==> src/rtl/mdio_pkg.sv <==
package mdio_pkg;

  localparam int ADDR_W          = 5;
  localparam int DATA_W          = 16;
  localparam int PRE_BITS        = 32;
  localparam int HDR_BITS        = PRE_BITS + 2 + 2 + 2 * ADDR_W;  // 46
  localparam int FRAME_W         = HDR_BITS + 2 + DATA_W;          // 64
  localparam int WR_LAST_BIT     = FRAME_W;                        // released trailing pulse
  localparam int RD_LAST_BIT     = HDR_BITS + 1 + DATA_W;          // 63
  localparam int RD_FIRST_SAMPLE = HDR_BITS + 2;                   // 48
  localparam int IDX_W           = $clog2(WR_LAST_BIT + 1);

  localparam logic [1:0] START_PAT = 2'b01;
  localparam logic [1:0] OP_READ   = 2'b10;
  localparam logic [1:0] OP_WRITE  = 2'b01;
  localparam logic [1:0] TA_WRITE  = 2'b10;

  typedef enum logic {ST_IDLE, ST_RUN} state_t;

  typedef struct packed {
    logic load;     // accepted start: build frame, clear read data
    logic shift;    // bit boundary: present next frame bit
    logic capture;  // read sample point
    logic drive;    // master owns the data line
  } ctrlStrobes_t;

endpackage

==> src/rtl/mdio_clkgen.sv <==
module mdio_clkgen #(
  parameter int HALF_DIV = 25
) (
  input  logic clk,
  input  logic rstN,
  input  logic run,
  output logic mdc,
  output logic halfEnd
);

  localparam int CNT_W = (HALF_DIV > 1) ? $clog2(HALF_DIV) : 1;
  localparam logic [CNT_W-1:0] CNT_LAST = CNT_W'(HALF_DIV - 1);

  logic [CNT_W-1:0] halfCnt;
  logic             phaseHigh;

  always_ff @(posedge clk) begin
    if (!rstN) begin
      halfCnt   <= '0;
      phaseHigh <= 1'b0;
    end else if (!run) begin
      halfCnt   <= '0;
      phaseHigh <= 1'b0;
    end else if (halfCnt == CNT_LAST) begin
      halfCnt   <= '0;
      phaseHigh <= ~phaseHigh;
    end else begin
      halfCnt <= halfCnt + 1'b1;
    end
  end

  assign halfEnd = run && (halfCnt == CNT_LAST);
  assign mdc     = phaseHigh;

endmodule

==> src/rtl/mdio_ctrl.sv <==
module mdio_ctrl
  import mdio_pkg::*;
(
  input  logic         clk,
  input  logic         rstN,
  input  logic         start,
  input  logic         isWrite,
  input  logic         halfEnd,
  input  logic         mdcHigh,
  output logic         busy,
  output logic         done,
  output ctrlStrobes_t strobes
);

  state_t           state;
  logic [IDX_W-1:0] bitIdx;
  logic             wrLatched;
  logic [IDX_W-1:0] lastBit;
  logic [IDX_W-1:0] driveEnd;
  logic             advance;
  logic             finish;

  assign busy = (state == ST_RUN);

  always_comb begin
    lastBit  = wrLatched ? IDX_W'(WR_LAST_BIT) : IDX_W'(RD_LAST_BIT);
    driveEnd = wrLatched ? IDX_W'(FRAME_W)     : IDX_W'(HDR_BITS);
    advance  = busy && halfEnd && mdcHigh;
    finish   = advance && (bitIdx == lastBit);

    strobes.load    = (state == ST_IDLE) && start;
    strobes.shift   = advance;
    strobes.drive   = busy && (bitIdx < driveEnd);
    strobes.capture = busy && !wrLatched && halfEnd && !mdcHigh &&
                      (bitIdx >= IDX_W'(RD_FIRST_SAMPLE));
  end

  always_ff @(posedge clk) begin
    if (!rstN) begin
      state     <= ST_IDLE;
      bitIdx    <= '0;
      wrLatched <= 1'b0;
      done      <= 1'b0;
    end else begin
      done <= finish;
      if (strobes.load) begin
        state     <= ST_RUN;
        bitIdx    <= '0;
        wrLatched <= isWrite;
      end else if (finish) begin
        state  <= ST_IDLE;
        bitIdx <= '0;
      end else if (advance) begin
        bitIdx <= bitIdx + 1'b1;
      end
    end
  end

  // a frame in progress is never restarted from bit 0
  p_no_restart_r9: assert property (@(posedge clk) disable iff (!rstN)
    (busy && bitIdx != '0) |=> (!busy || bitIdx != '0));

  // done never lasts more than one cycle
  p_done_pulse_r10: assert property (@(posedge clk) disable iff (!rstN)
    done |=> !done);

endmodule

==> src/rtl/mdio_dpath.sv <==
module mdio_dpath
  import mdio_pkg::*;
#(
  parameter int SYNC_STAGES = 2
) (
  input  logic              clk,
  input  logic              rstN,
  input  ctrlStrobes_t      strobes,
  input  logic              isWrite,
  input  logic [ADDR_W-1:0] phyAddr,
  input  logic [ADDR_W-1:0] regAddr,
  input  logic [DATA_W-1:0] wrData,
  input  logic              mdioIn,
  output logic              mdioOut,
  output logic              mdioOe,
  output logic [DATA_W-1:0] rdData
);

  logic [FRAME_W-1:0] frameSh;
  logic [FRAME_W-1:0] frameInit;
  logic               lineSync;

  always_comb begin
    if (isWrite)
      frameInit = {{PRE_BITS{1'b1}}, START_PAT, OP_WRITE, phyAddr, regAddr,
                   TA_WRITE, wrData};
    else
      frameInit = {{PRE_BITS{1'b1}}, START_PAT, OP_READ, phyAddr, regAddr,
                   {(FRAME_W - HDR_BITS){1'b0}}};
  end

  always_ff @(posedge clk) begin
    if (!rstN)
      frameSh <= '0;
    else if (strobes.load)
      frameSh <= frameInit;
    else if (strobes.shift)
      frameSh <= {frameSh[FRAME_W-2:0], 1'b0};
  end

  assign mdioOut = frameSh[FRAME_W-1];
  assign mdioOe  = strobes.drive;

  generate
    if (SYNC_STAGES <= 1) begin : g_sync_single
      logic syncQ;
      always_ff @(posedge clk) begin
        if (!rstN) syncQ <= 1'b1;
        else       syncQ <= mdioIn;
      end
      assign lineSync = syncQ;
    end else begin : g_sync_chain
      logic [SYNC_STAGES-1:0] syncQ;
      always_ff @(posedge clk) begin
        if (!rstN) syncQ <= '1;
        else       syncQ <= {syncQ[SYNC_STAGES-2:0], mdioIn};
      end
      assign lineSync = syncQ[SYNC_STAGES-1];
    end
  endgenerate

  always_ff @(posedge clk) begin
    if (!rstN)
      rdData <= '0;
    else if (strobes.load)
      rdData <= '0;
    else if (strobes.capture)
      rdData <= {rdData[DATA_W-2:0], lineSync};
  end

endmodule

==> src/rtl/mdio_master.sv <==
module mdio_master
  import mdio_pkg::*;
#(
  parameter int HALF_DIV    = 25,
  parameter int SYNC_STAGES = 2
) (
  input  logic              clk,
  input  logic              rstN,
  input  logic              start,
  input  logic              isWrite,
  input  logic [ADDR_W-1:0] phyAddr,
  input  logic [ADDR_W-1:0] regAddr,
  input  logic [DATA_W-1:0] wrData,
  output logic [DATA_W-1:0] rdData,
  output logic              busy,
  output logic              done,
  output logic              mdc,
  output logic              mdioOut,
  output logic              mdioOe,
  input  logic              mdioIn
);

  ctrlStrobes_t strobes;
  logic         halfEnd;

  mdio_clkgen #(.HALF_DIV(HALF_DIV)) uClk (
    .clk     (clk),
    .rstN    (rstN),
    .run     (busy),
    .mdc     (mdc),
    .halfEnd (halfEnd)
  );

  mdio_ctrl uCtrl (
    .clk     (clk),
    .rstN    (rstN),
    .start   (start),
    .isWrite (isWrite),
    .halfEnd (halfEnd),
    .mdcHigh (mdc),
    .busy    (busy),
    .done    (done),
    .strobes (strobes)
  );

  mdio_dpath #(.SYNC_STAGES(SYNC_STAGES)) uDp (
    .clk     (clk),
    .rstN    (rstN),
    .strobes (strobes),
    .isWrite (isWrite),
    .phyAddr (phyAddr),
    .regAddr (regAddr),
    .wrData  (wrData),
    .mdioIn  (mdioIn),
    .mdioOut (mdioOut),
    .mdioOe  (mdioOe),
    .rdData  (rdData)
  );

  // idle bus keeps the clock low and the line released
  p_idle_quiet_r7: assert property (@(posedge clk) disable iff (!rstN)
    !busy |-> (!mdc && !mdioOe));

  // the line only moves while the clock is low
  p_line_moves_low_r8: assert property (@(posedge clk) disable iff (!rstN)
    !$stable({mdioOe, mdioOut}) |-> !mdc);

  // done only appears once the frame has ended
  p_done_not_busy_r10: assert property (@(posedge clk) disable iff (!rstN)
    done |-> !busy);

endmodule

==> config.mk <==
export PLATFORM = sky130hd
export DESIGN_NAME = mdio_master
export DESIGN_NICKNAME = d
export VERILOG_FILES = /design/src/rtl/mdio_pkg.sv /design/src/rtl/mdio_clkgen.sv /design/src/rtl/mdio_ctrl.sv /design/src/rtl/mdio_dpath.sv /design/src/rtl/mdio_master.sv
export SDC_FILE = /design/constraint.sdc
export NUM_CORES = 1
export LEC_CHECK = 0
export CAP_MARGIN = 10
export CORE_ASPECT_RATIO = 1.1
export CORE_MARGIN = 2
export CORE_UTILIZATION = 30
export CTS_CLUSTER_SIZE = 10
export DETAILED_ROUTE_END_ITERATION = 6
export DONT_BUFFER_PORTS = 1
export PLACE_DENSITY = 0.54
export RECOVER_POWER = 50
export SLEW_MARGIN = 20
export SYNTH_ARGS = -nofsm -noshare
export SYNTH_HDL_FRONTEND = slang
export SYNTH_HIERARCHICAL = 1
export SYNTH_SLANG_ARGS = --single-unit
==> constraint.sdc <==
create_clock -name clk -period 3.05 [get_ports clk]
set_clock_uncertainty 0.2 [all_clocks]
set_input_delay 0.61 -clock clk [delete_from_list [all_inputs] [get_ports clk]]
set_output_delay 0.61 -clock clk [all_outputs]
set_load 0.005 [all_outputs]
Word level (Yosys, flattened, before mapping). Cells that the tools add are included.

Flip-flop bits (word level): 98. Input port bits: 31. Output and inout port bits: 21. Logic and storage cells: 43.

Add/subtract/negate cells: 2. $lt $le $gt $ge: 2. Equal/unequal tests: 2. Multiplexer cells: 7. Bitwise logic cells: 3. Reductions and logical operators: 18.

Operator list (count): 2-to-1 mux 64 bit (2); 2-to-1 mux 30 bit (1); 2-to-1 mux 7 bit (2); logical AND 1 bit (10); adder 7 x 1 -> 7 bit (second input constant) (1); equality test 7 bit (1); greater-or-equal comparator 7 x 6 -> 1 bit (second input constant) (1); < comparator 7 bit (1); OR reduction 3 bit (2); adder 5 x 1 -> 5 bit (second input constant) (1); equality test 5 bit (second input constant) (1); nonzero test 2 bit (2); NOT 1 bit (3); zero test 1 bit (2); 2-to-1 mux 1 bit (2); AND reduction 2 bit (1); OR reduction 2 bit (1).

Depth between registers and ports, before layout. Gate-level depths: netlist of run 1.

Word-level depth: 7. Mapped depth: 11. Mapped depth without buffers: 8.

Modules after synthesis. The synthesis of run 1 kept the hierarchy.

By module, submodules not included: mdio_dpath (times used 1, cells an instance 304, area an instance 3560.9 µm², seq. area each 1641.6 µm²); mdio_ctrl (times used 1, cells an instance 69, area an instance 595.6 µm², seq. area each 200.2 µm²); mdio_clkgen (times used 1, cells an instance 27, area an instance 262.8 µm², seq. area each 120.1 µm²).

Least setup slack after synthesis of run 1. OpenSTA, ideal clock, no wires.

Kind: register to register. Start point: reg uClk.halfCnt[0]. End point: reg uDp.frameSh[10]. Library setup time: 116 ps. Arrival time: 1992 ps. Data required time: 2734 ps. Setup slack: 742 ps. Cell stages (with the launch flop): 12. Path buffers: 4. Period minus slack after synthesis: 2308 ps. Cells stage by stage: dfxtp_1 inv_1 ha_1 nand4b_4 nor2_1 and3_1 buf_6 buf_4 buf_6 buf_6 mux2_2 o211a_1.

Longest elaborated chain between the ends: 5.

Ends and longest elaborated chain: from (decl) (line mdio_clkgen.sv:14) `logic [CNT_W-1:0] halfCnt;`; from (signal assigned) (line mdio_clkgen.sv:28) `halfCnt <= halfCnt + 1'b1;`; equality test 5 bit (line mdio_clkgen.sv:32) `assign halfEnd = run && (halfCnt == CNT_LAST);`; logical AND 1 bit (line mdio_clkgen.sv:32); named net halfEnd (line mdio_master.sv:24) `logic halfEnd;`; logical AND 1 bit (2 in series) (line mdio_ctrl.sv:28) `advance = busy && halfEnd && mdcHigh;`; named net uCtrl.advance (line mdio_ctrl.sv:20) `logic advance;`; nonzero test 2 bit (no line); to (signal assigned) (line mdio_dpath.sv:36) `frameSh <= frameInit;`; to (signal assigned) (line mdio_dpath.sv:38) `frameSh <= {frameSh[FRAME_W-2:0], 1'b0};`; to (decl) (line mdio_dpath.sv:19) `logic [FRAME_W-1:0] frameSh;`.

The timed path passes the listed nets, and every way through them passes these cells. A chain may end at the register's enable or synchronous reset.

==> run_results.csv, run 1 <==
group,metric,value,unit
sta,finalSetupTns,0,ps
die,start_util,30.7,%
synthesis,netlist_area,4420,um^2
grt,track_usage,9.98,%
finish,insertedDiodeCount,0,
setup_path,setup.worst_path.start_class,"flip-flop",
synthesis,synthesis.area_per_instance,11.0,um^2
sta,achievable-frequency,0.375,GHz
route,finalWirelength,7.49,mm
setup_path,timing.critical_path.to_type,"flip-flop",
finish,utilization_of_the_core_after_routing,33.1,%
synthesis,post_synth_num_cell_types,34,
setup_path,crit_path_max_fanout,68,
clock_tree,cts_setup_buffers,0,
finish,drive_gt1_share,26.5,%
finish,final_net_count,419,
sta,worstMarginPinSlew,865,ps
pwr,power_density,560,nW/um^2
hold_path,hold-path-endpoint,"uDp/g_sync_chain.syncQ[1]$_SDFF_PN1_",
pwr,sw_frac_of_total,22.2,%
sta,timing.max_slew.rel_slack,42.1,%
pwr,total_switching_power,0.590,mW
route,drt-pass1-iter-count,4,
hold_path,hold_path.class,"input port to flip-flop",
place,io_buffer_count,0,
hold_path,whs_path_cells,1,
clock_tree,cts_root_buffer,"clkbuf_16",
grt,overflow_left_after_global_routing,0,
sta,unrepaired_setup_endpoints_after_global_routing,"no",
die,fp.dieArea,15700,um^2
sta,count_of_endpoints_failing_setup_in_the_final_report,0,
synthesis,synth_async_sr_flop_share,0,%
clock_tree,numClockSinks,98,
synthesis,yosysMostFrequentCell,"dfxtp_1",
route,iteration_0_drc_count_of_the_detailed_router,156,
pwr,share_clk_of_total_power,40.4,%
finish,syn_to_final_growth,7.64,%
grt,grt_first_pass_wirelength,12.8,mm
die,die_width,120,um
sta,finalWorstPathRequiredPeriod,2660,ps
sta,report.final.hold_viol_count,0,
synthesis,ys_seq_area_share,44.4,%
synthesis,area_share_of_the_largest_cell_type_after_synthesis,44.4,%
grt,initial_antenna_violation_count,0,
die,design.core.area,14400,um^2
place,hpwlAfterDp,4.70,mm
synthesis,synth_top_area_cell,"dfxtp_1",
hold_path,holdCritStartpoint,"rstN",
route,drc,0,
synthesis,ys.flop_type,"dfxtp_1",
clock_tree,cts-buffers-inserted,9,
die,fp-row-count,46,
pwr,p_leak,1.97,nW
synthesis,count_of_flip_flops_with_a_built_in_enable_after_synthesis,0,
die,fp.dieH,131,um
pwr,peakVddDrop,0.270,mV
synthesis,ys_ff_latch,98,
place,routabilityCongestion,0.769,
setup_path,r2r_cells,4,
setup_path,critical_path_required,3080,ps
pwr,cellInternalPower,2.07,mW
pwr,share_seq_of_total_power,52.1,%
clock_tree,cts_htree_levels,3,
route,detail_route.wl_per_cell,13.0,um
setup_path,reg2reg_to,"uDp/frameSh[15]$_SDFFE_PN0P_",
route,via_count,2682,
synthesis,post_synth_inst_count,400,
grt,vias_in_the_first_global_route,2679,
clock_tree,cts_tree,"done",
setup_path,kind_of_critical_path,"flip-flop to flip-flop",
clock_tree,cts-hold-fix-buffers,0,
sta,period_share,87.4,%
pwr,comb_power_share,7.5,%
synthesis,synthTopCellsByArea,"dfxtp_1 (44%), mux2_2 (16%), o211a_1 (6.3%)",
setup_path,worstPathArrival,2690,ps
run_status,outcome,"complete, no violations",
setup_path,worst_setup_slack_for_register_to_register_paths,390,ps
clock_tree,clock_path_buffers,2,
die,ioPinCount,52,
synthesis,synth_fp_nets,439,
clock_tree,path_clk_slew,60,ps
flow_run,drv.max_cap_violation_count,0,
clock_tree,clk_latency,340,ps
clock_tree,ctsResizeCount,0,
route,ant_nets,0,
grt,largest_net_degree_at_the_start_of_global_routing,72,
sta,slew_violations,0,
setup_path,r2r_start,"uCtrl/busy$_SDFFE_PN0P_",
synthesis,synthesis.yosys.warnings,6,
route,vias_per_cell,4.65,
synthesis,synth_top_cells_by_count,"dfxtp_1 (98), mux2_2 (61), nor2_1 (40), o21a_1 (33), o211a_1 (28)",
power groups by stage:
| stage | combinational [mW] | sequential [mW] | clock [mW] |
|---|---|---|---|
| 3_3_place_gp | 0.200 | 1.41 | 0 |
| 6_report | 0.200 | 1.39 | 1.08 |
| 4_1_cts | 0.208 | 1.39 | 1.12 |
| 5_1_grt | 0.225 | 1.40 | 1.18 |
| 2_1_floorplan | 0.198 | 1.40 | 0 |
| 3_5_place_dp | 0.207 | 1.42 | 0 |
metal layers:
metal / global-route usage, % / share of wire (%) / vias up
li1: - / - / 1362
met1: 12.0 / 45 / 1264
met2: 15.9 / 47 / 48
met3: 4.08 / 6.5 / 8
met4: 3.79 / 1.7 / 0
met5: 0 / 0 / -
worst max path at each step:
stage | from | endpoint | depth (start not counted)
global route | uCtrl/busy$_SDFFE_PN0P_ | uDp/frameSh[15]$_SDFFE_PN0P_ | 4
CTS | uCtrl/bitIdx[2]$_SDFFE_PP0P_ | mdioOe | 5
finish | uCtrl/busy$_SDFFE_PN0P_ | uDp/frameSh[15]$_SDFFE_PN0P_ | 4
detailed placement | uClk/halfCnt[0]$_SDFF_PP0_ | uDp/frameSh[19]$_SDFFE_PN0P_ | 8
global placement | uClk/halfCnt[0]$_SDFF_PP0_ | uDp/frameSh[25]$_SDFFE_PN0P_ | 8
floorplan | uClk/halfCnt[0]$_SDFF_PP0_ | uDp/frameSh[10]$_SDFFE_PN0P_ | 11
cells in the final DEF, fill, tap and decap left out, drive strengths merged, types with 12 or more instances in the layout:
cell    count
a21bo      15
clkbuf     12
dfxtp      98
mux2       61
mux2i      18
nand2b     14
nor2       40
o211a      28
o21a       33
state kept, by name (all words and copies together), names as in the netlist:
name                    flops
uDp/frameSh                64
uDp/rdData                 16
uCtrl/bitIdx                7
uClk/halfCnt                5
uDp/g_sync_chain.syncQ      2
uClk/mdc                    1
uCtrl/busy                  1
uCtrl/done                  1
uCtrl/wrLatched             1
metrics by stage:
step           worst slack, ps  total power [mW]  hold slack, ps  std cells  instance area [um^2]
2_1_floorplan              742              1.60             186        400                  4420
3_3_place_gp               722              1.61             195        561                  4500
3_5_place_dp               689              1.62             201        561                  4500
4_1_cts                    381              2.72             143        577                  4790
5_1_grt                    143              2.80             148        577                  4760
6_report                   385              2.66             151        577                  4760
worst max-delay path, cell delays in order, from the launching register on:
cell and delay [ps]:
dfxtp_1 430, nor2b_2 730, clkbuf_4 760, a21bo_2 300, o211a_1 110
area by class of cell:
type | count | area (um^2)
Clock buffer | 11 | 253
Sequential cell | 98 | 1960
Inverter | 8 | 30.0
Clock inverter | 5 | 38.8
Fill cell | 1465 | 9630
Timing Repair Buffer | 3 | 35.0
Multi-Input combinational cell | 260 | 2200
Tap cell | 192 | 240
logic make-up after synthesis:
family / synth area share (%)
flops: 44.4
compound gates: 16.9
buf+inv: 5.75
xor+xnor: 1.98
mux: 19.6
fa+ha+maj: 2.27
simple gates: 9.12
Power figures use the tool's default switching activity.
==> inputs of run 2 (changes only) <==
--- a/config.mk
+++ b/config.mk
@@ -5,6 +5,7 @@
 export SDC_FILE = /design/constraint.sdc
 export NUM_CORES = 1
 export LEC_CHECK = 0
+export ABC_AREA = 1
 export CAP_MARGIN = 10
 export CORE_ASPECT_RATIO = 1.1
 export CORE_MARGIN = 2
==> run_results.csv, run 2 <==
group,metric,value,unit
run_status,outcome,"complete, no violations",
grt,track_usage,11.9,%
die,start_util,30.4,%
route,highest-signal-layer,"met4",
setup_path,r2r_cells,9,
clock_tree,cts-buffers-inserted,9,
finish,layout.area.seq,1960,um^2
clock_tree,cts_htree_levels,3,
route,drt-pass1-iter-count,4,
flow_run,drv.max_cap_violation_count,0,
clock_tree,cts-hold-fix-buffers,0,
die,fp.dieArea,14900,um^2
grt,overflow_left_after_global_routing,0,
synthesis,synth_top_cells_by_count,"nand2_1 (130), nor2_1 (128), dfxtp_1 (98), inv_1 (46), o21ai_0 (46)",
place,routabilityCongestion,0.772,
sta,period_share,82.0,%
sta,slew_violations,0,
grt,grt_first_pass_wirelength,14.6,mm
setup_path,r2r_start,"uCtrl/busy$_SDFFE_PN0P_",
sta,finalSetupTns,0,ps
route,detail_route.wl_per_cell,11.2,um
synthesis,synthTopCellsByArea,"dfxtp_1 (47%), nand2_1 (12%), nor2_1 (11%)",
hold_path,whs_path_cells,1,
finish,layout.cells.most_common,"nand2_1",
synthesis,count_of_flip_flops_with_a_built_in_enable_after_synthesis,0,
route,via_count,3415,
route,finalWirelength,8.58,mm
finish,drive_gt1_share,5.22,%
finish,multi_input_area,1830,um^2
finish,max_ffs_per_register,64,
die,ioPinCount,52,
place,hpwlAfterDp,5.64,mm
grt,vias_in_the_first_global_route,3200,
synthesis,synth_top_area_cell,"dfxtp_1",
grt,largest_net_degree_at_the_start_of_global_routing,66,
synthesis,synth_async_sr_flop_share,0,%
route,ant_nets,0,
route,met3WireLength,360,um
clock_tree,cts_root_buffer,"clkbuf_16",
setup_path,critical_path_required,3140,ps
clock_tree,ctsResizeCount,0,
synthesis,ys_ff_latch,98,
pwr,p_leak,2.05,nW
route,wl_met2,3.83,mm
sta,worstMarginPinSlew,712,ps
hold_path,hold_path.class,"input port to flip-flop",
synthesis,post_synth_inst_count,584,
synthesis,post_synth_num_cell_types,29,
sta,finalWorstPathRequiredPeriod,2500,ps
clock_tree,path_clk_slew,70,ps
die,fp-row-count,45,
place,pre_cts_slack,694,ps
place,io_buffer_count,0,
setup_path,kind_of_critical_path,"flip-flop to flip-flop",
route,iteration_0_drc_count_of_the_detailed_router,263,
grt,initial_antenna_violation_count,0,
synthesis,ys.flop_type,"dfxtp_1",
synthesis,synthesis.yosys.warnings,6,
synthesis,yosysMostFrequentCell,"nand2_1",
finish,utilization_of_the_core_after_routing,33.1,%
finish,filler_cell_count,1522,
die,design.core.area,13700,um^2
finish,final_net_count,610,
sta,timing.max_slew.rel_slack,52.5,%
hold_path,holdCritStartpoint,"mdioIn",
synthesis,synthesis.area_per_instance,7.16,um^2
sta,count_of_endpoints_failing_setup_in_the_final_report,0,
setup_path,crit_path_max_fanout,17,
finish,largestRegisters,"uDp/frameSh x64, uDp/rdData x16, uCtrl/bitIdx x7",
finish,insertedDiodeCount,0,
clock_tree,cts_tree,"done",
finish,layout.cell_area.non_filler,4550,um^2
pwr,power_density,578,nW/um^2
sta,report.final.hold_viol_count,0,
synthesis,netlist_area,4180,um^2
setup_path,worstSetupStartpoint,"uCtrl/busy$_SDFFE_PN0P_",
finish,final_cell_mix,"nand2_1 (132), nor2_1 (129), dfxtp_1 (98)",
synthesis,synth_fp_nets,623,
synthesis,ys_seq_area_share,46.9,%
clock_tree,clock_path_buffers,2,
sta,achievable-frequency,0.400,GHz
die,fp.dieH,128,um
pwr,peakVddDrop,0.228,mV
sta,worst_slack,550,ps
die,die_width,117,um
setup_path,worstPathArrival,2590,ps
route,vias_per_cell,4.48,
setup_path,setup.worst_path.start_class,"flip-flop",
place,total_placed_instance_area,4300,um^2
finish,largest_register,"uDp/frameSh",
sta,unrepaired_setup_endpoints_after_global_routing,"no",
clock_tree,clk_latency,340,ps
synthesis,area_share_of_the_largest_cell_type_after_synthesis,46.9,%
route,drc,0,
finish,syn_to_final_growth,8.67,%
route,wl_met1,4.26,mm
clock_tree,numClockSinks,98,
setup_path,timing.critical_path.to_type,"flip-flop",
clock_tree,cts_setup_buffers,0,
-- run 2: cell families (layout without fill, tap and decap cells) --
| group | Yosys count | count (layout) | synth area share (%) |
|---|---|---|---|
| compound gates | 84 | 84 | 10.4 |
| xor+xnor | 4 | 4 | 0.838 |
| fa+ha+maj | 8 | 8 | 2.39 |
| buf+inv | 80 | 71 | 8.70 |
| flops | 98 | 98 | 46.9 |
| simple gates | 310 | 310 | 30.8 |
-- run 2: path summary, 6_finish.rpt --
kind / endpoint / slack [ps]
setup / recovery: uDp/frameSh[17]$_SDFFE_PN0P_ / 550
setup reg to reg: uDp/frameSh[17]$_SDFFE_PN0P_ / 550
hold reg to reg: uDp/g_sync_chain.syncQ[1]$_SDFF_PN1_ / 220
hold / removal: uDp/g_sync_chain.syncQ[0]$_SDFF_PN1_ / 180
-- run 2: power breakdown --
part | total [mW] | internal [mW] | switching, mW
logic | 0.177 | 0.0623 | 0.115
registers | 1.38 | 1.35 | 0.0356
clock network | 1.07 | 0.561 | 0.506
total | 2.63 | 1.97 | 0.657
-- run 2: metrics by stage --
stage	cells	total power [mW]	hold slack, ps
2_1_floorplan	584	1.57	193
6_report	763	2.63	178
3_5_place_dp	748	1.60	211
4_1_cts	763	2.68	164
3_3_place_gp	748	1.59	200
5_1_grt	763	2.76	169
-- run 2: per-layer routing --
layer  up-vias  track usage (%)
li1       1796                -
met1      1545             15.4
met2        63             18.9
met3        11             4.07
met4         0             3.53
met5         -                0
-- run 2: area by class of cell --
class | instances | share of cell area, %
Sequential cell | 98 | 43.2
Multi-Input combinational cell | 406 | 40.4
Tap cell | 188 | 5.17
Clock buffer | 9 | 4.95
Inverter | 50 | 4.13
Timing Repair Buffer | 6 | 1.18
Clock inverter | 6 | 1.05
-- run 2: critical path: stages (launching register included) --
cell	delay, ps
dfxtp_1	500
inv_1	100
nand2_1	190
inv_1	190
clkbuf_1	320
nor2_2	650
nand2_1	110
nand3_1	100
nand2_1	60
inv_1	40
==> inputs of run 3 (changes only) <==
==> constraint.sdc (replaced) <==
create_clock -name clk -period 2.55 [get_ports clk]
set_clock_uncertainty 0.2 [all_clocks]
set_input_delay 0.51 -clock clk [delete_from_list [all_inputs] [get_ports clk]]
set_output_delay 0.51 -clock clk [all_outputs]
set_load 0.005 [all_outputs]
==> run_results.csv, run 3 (synthesis results as in run 2) <==
group,metric,value,unit
sta,report.final.hold_viol_count,0,
route,ant_nets,0,
setup_path,timing.critical_path.to_type,"output port",
setup_path,r2r_cells,14,
clock_tree,cts_setup_buffers,0,
grt,largest_net_degree_at_the_start_of_global_routing,66,
finish,final_net_count,611,
die,fp.dieH,128,um
die,design.core.area,13700,um^2
pwr,power_density,723,nW/um^2
finish,largestRegisters,"uDp/frameSh x64, uDp/rdData x16, uCtrl/bitIdx x7",
finish,layout.area.seq,1960,um^2
die,die_width,117,um
finish,drive_gt1_share,6.24,%
clock_tree,ctsResizeCount,0,
sta,worst_hold_slack,72.2,ps
route,detail_route.wl_per_cell,11.1,um
grt,initial_antenna_violation_count,0,
setup_path,worst_setup_slack_for_register_to_register_paths,270,ps
pwr,p_leak,2.08,nW
route,vias_per_cell,4.47,
place,io_buffer_count,0,
setup_path,cp-endpoint,"mdioOe",
finish,syn_to_final_growth,10.4,%
sta,unrepaired_setup_endpoints_after_global_routing,"no",
finish,filler_cell_count,1511,
sta,finalSetupTns,0,ps
setup_path,kind_of_critical_path,"flip-flop to output port",
clock_tree,clk_latency,340,ps
route,iteration_0_drc_count_of_the_detailed_router,180,
hold_path,hold_path.class,"input port to flip-flop",
sta,timing.max_slew.rel_slack,59.1,%
finish,final_cell_mix,"nand2_1 (131), nor2_1 (128), dfxtp_1 (98)",
sta,worstMarginPinSlew,612,ps
sta,period_share,92.5,%
sta,finalWorstPathRequiredPeriod,2360,ps
flow_run,drv.max_cap_violation_count,0,
clock_tree,cts-hold-fix-buffers,0,
clock_tree,cts_htree_levels,3,
finish,layout.cells.most_common,"nand2_1",
grt,track_usage,12.2,%
grt,grt_first_pass_wirelength,14.8,mm
finish,max_ffs_per_register,64,
grt,vias_in_the_first_global_route,3296,
route,via_count,3419,
setup_path,r2r_start,"uClk/halfCnt[0]$_SDFF_PP0_",
die,start_util,30.4,%
setup_path,setup.worst_path.start_class,"flip-flop",
grt,overflow_left_after_global_routing,0,
clock_tree,numClockSinks,98,
die,fp.dieArea,14900,um^2
clock_tree,path_clk_slew,70,ps
sta,count_of_endpoints_failing_setup_in_the_final_report,0,
die,ioPinCount,52,
pwr,peakVddDrop,0.372,mV
run_status,outcome,"complete, no violations",
clock_tree,clock_path_buffers,2,
clock_tree,cts_root_buffer,"clkbuf_16",
clock_tree,cts_tree,"done",
place,dpl.cell_count,749,
setup_path,worstPathArrival,1650,ps
setup_path,crit_path_max_fanout,5,
finish,multi_input_area,1840,um^2
clock_tree,cts-buffers-inserted,9,
finish,largest_register,"uDp/frameSh",
place,routabilityCongestion,0.750,
finish,insertedDiodeCount,0,
finish,final_cells,765,
setup_path,critical_path_required,1840,ps
die,fp-row-count,45,
route,drt-pass1-iter-count,4,
place,hpwlAfterDp,5.64,mm
sta,slew_violations,0,
setup_path,reg2reg_to,"uDp/frameSh[17]$_SDFFE_PN0P_",
route,finalWirelength,8.48,mm
route,drc,0,
sta,achievable-frequency,0.424,GHz
setup_path,worstSetupStartpoint,"uCtrl/wrLatched$_SDFFE_PN0P_",
## run 3: routing by layer
layer / up-vias / track usage, % / share of wire [%]
met5: - / 0 / 0
met4: 0 / 3.46 / 1.4
met3: 12 / 3.12 / 3.7
met2: 55 / 20.2 / 47
met1: 1548 / 15.7 / 48
li1: 1804 / - / -
## run 3: critical path, cell delays in order (launching register included)
cell and delay, ps:
dfxtp_1 420, inv_1 140, ha_1 310, a21o_1 160, nor3_1 270
## run 3: report_power, final
part | internal [mW] | switching [mW] | total [mW]
Clock | 0.889 | 0.573 | 1.46
Combinational | 0.0782 | 0.139 | 0.217
Sequential | 1.61 | 0.0433 | 1.66
## run 3: through the flow
step	setup slack [ps]	total power [mW]	util, %	area (um^2)
after CTS	137	3.40	33.7	4630
final	191	3.34	33.6	4620
after floorplan	388	1.87	-	4180
after detailed placement	280	1.91	31.3	4310
after global placement	367	1.90	31.3	4310
after global routing	26.4	3.51	33.6	4620
## run 3: layout make-up
| type | instances | area share, % |
|---|---|---|
| sequential | 98 | 42.5 |
| multi-input combinational | 406 | 39.9 |
| clock inverter | 6 | 1.92 |
| timing repair buffer | 7 | 1.30 |
| inverter | 50 | 4.07 |
| clock buffer | 10 | 5.18 |
| tap | 188 | 5.09 |
## run 3: how the worst min path moves through the flow
stage,from,endpoint,slack (ps),depth (start not counted)
after floorplan,uDp/g_sync_chain.syncQ[0]$_SDFF_PN1_,uDp/g_sync_chain.syncQ[1]$_SDFF_PN1_,190,1
after global placement,uDp/g_sync_chain.syncQ[0]$_SDFF_PN1_,uDp/g_sync_chain.syncQ[1]$_SDFF_PN1_,200,1
after detailed placement,uDp/g_sync_chain.syncQ[0]$_SDFF_PN1_,uDp/g_sync_chain.syncQ[1]$_SDFF_PN1_,200,1
after CTS,mdioIn,uDp/g_sync_chain.syncQ[0]$_SDFF_PN1_,60,1
after global routing,mdioIn,uDp/g_sync_chain.syncQ[0]$_SDFF_PN1_,60,1
final,mdioIn,uDp/g_sync_chain.syncQ[0]$_SDFF_PN1_,70,1
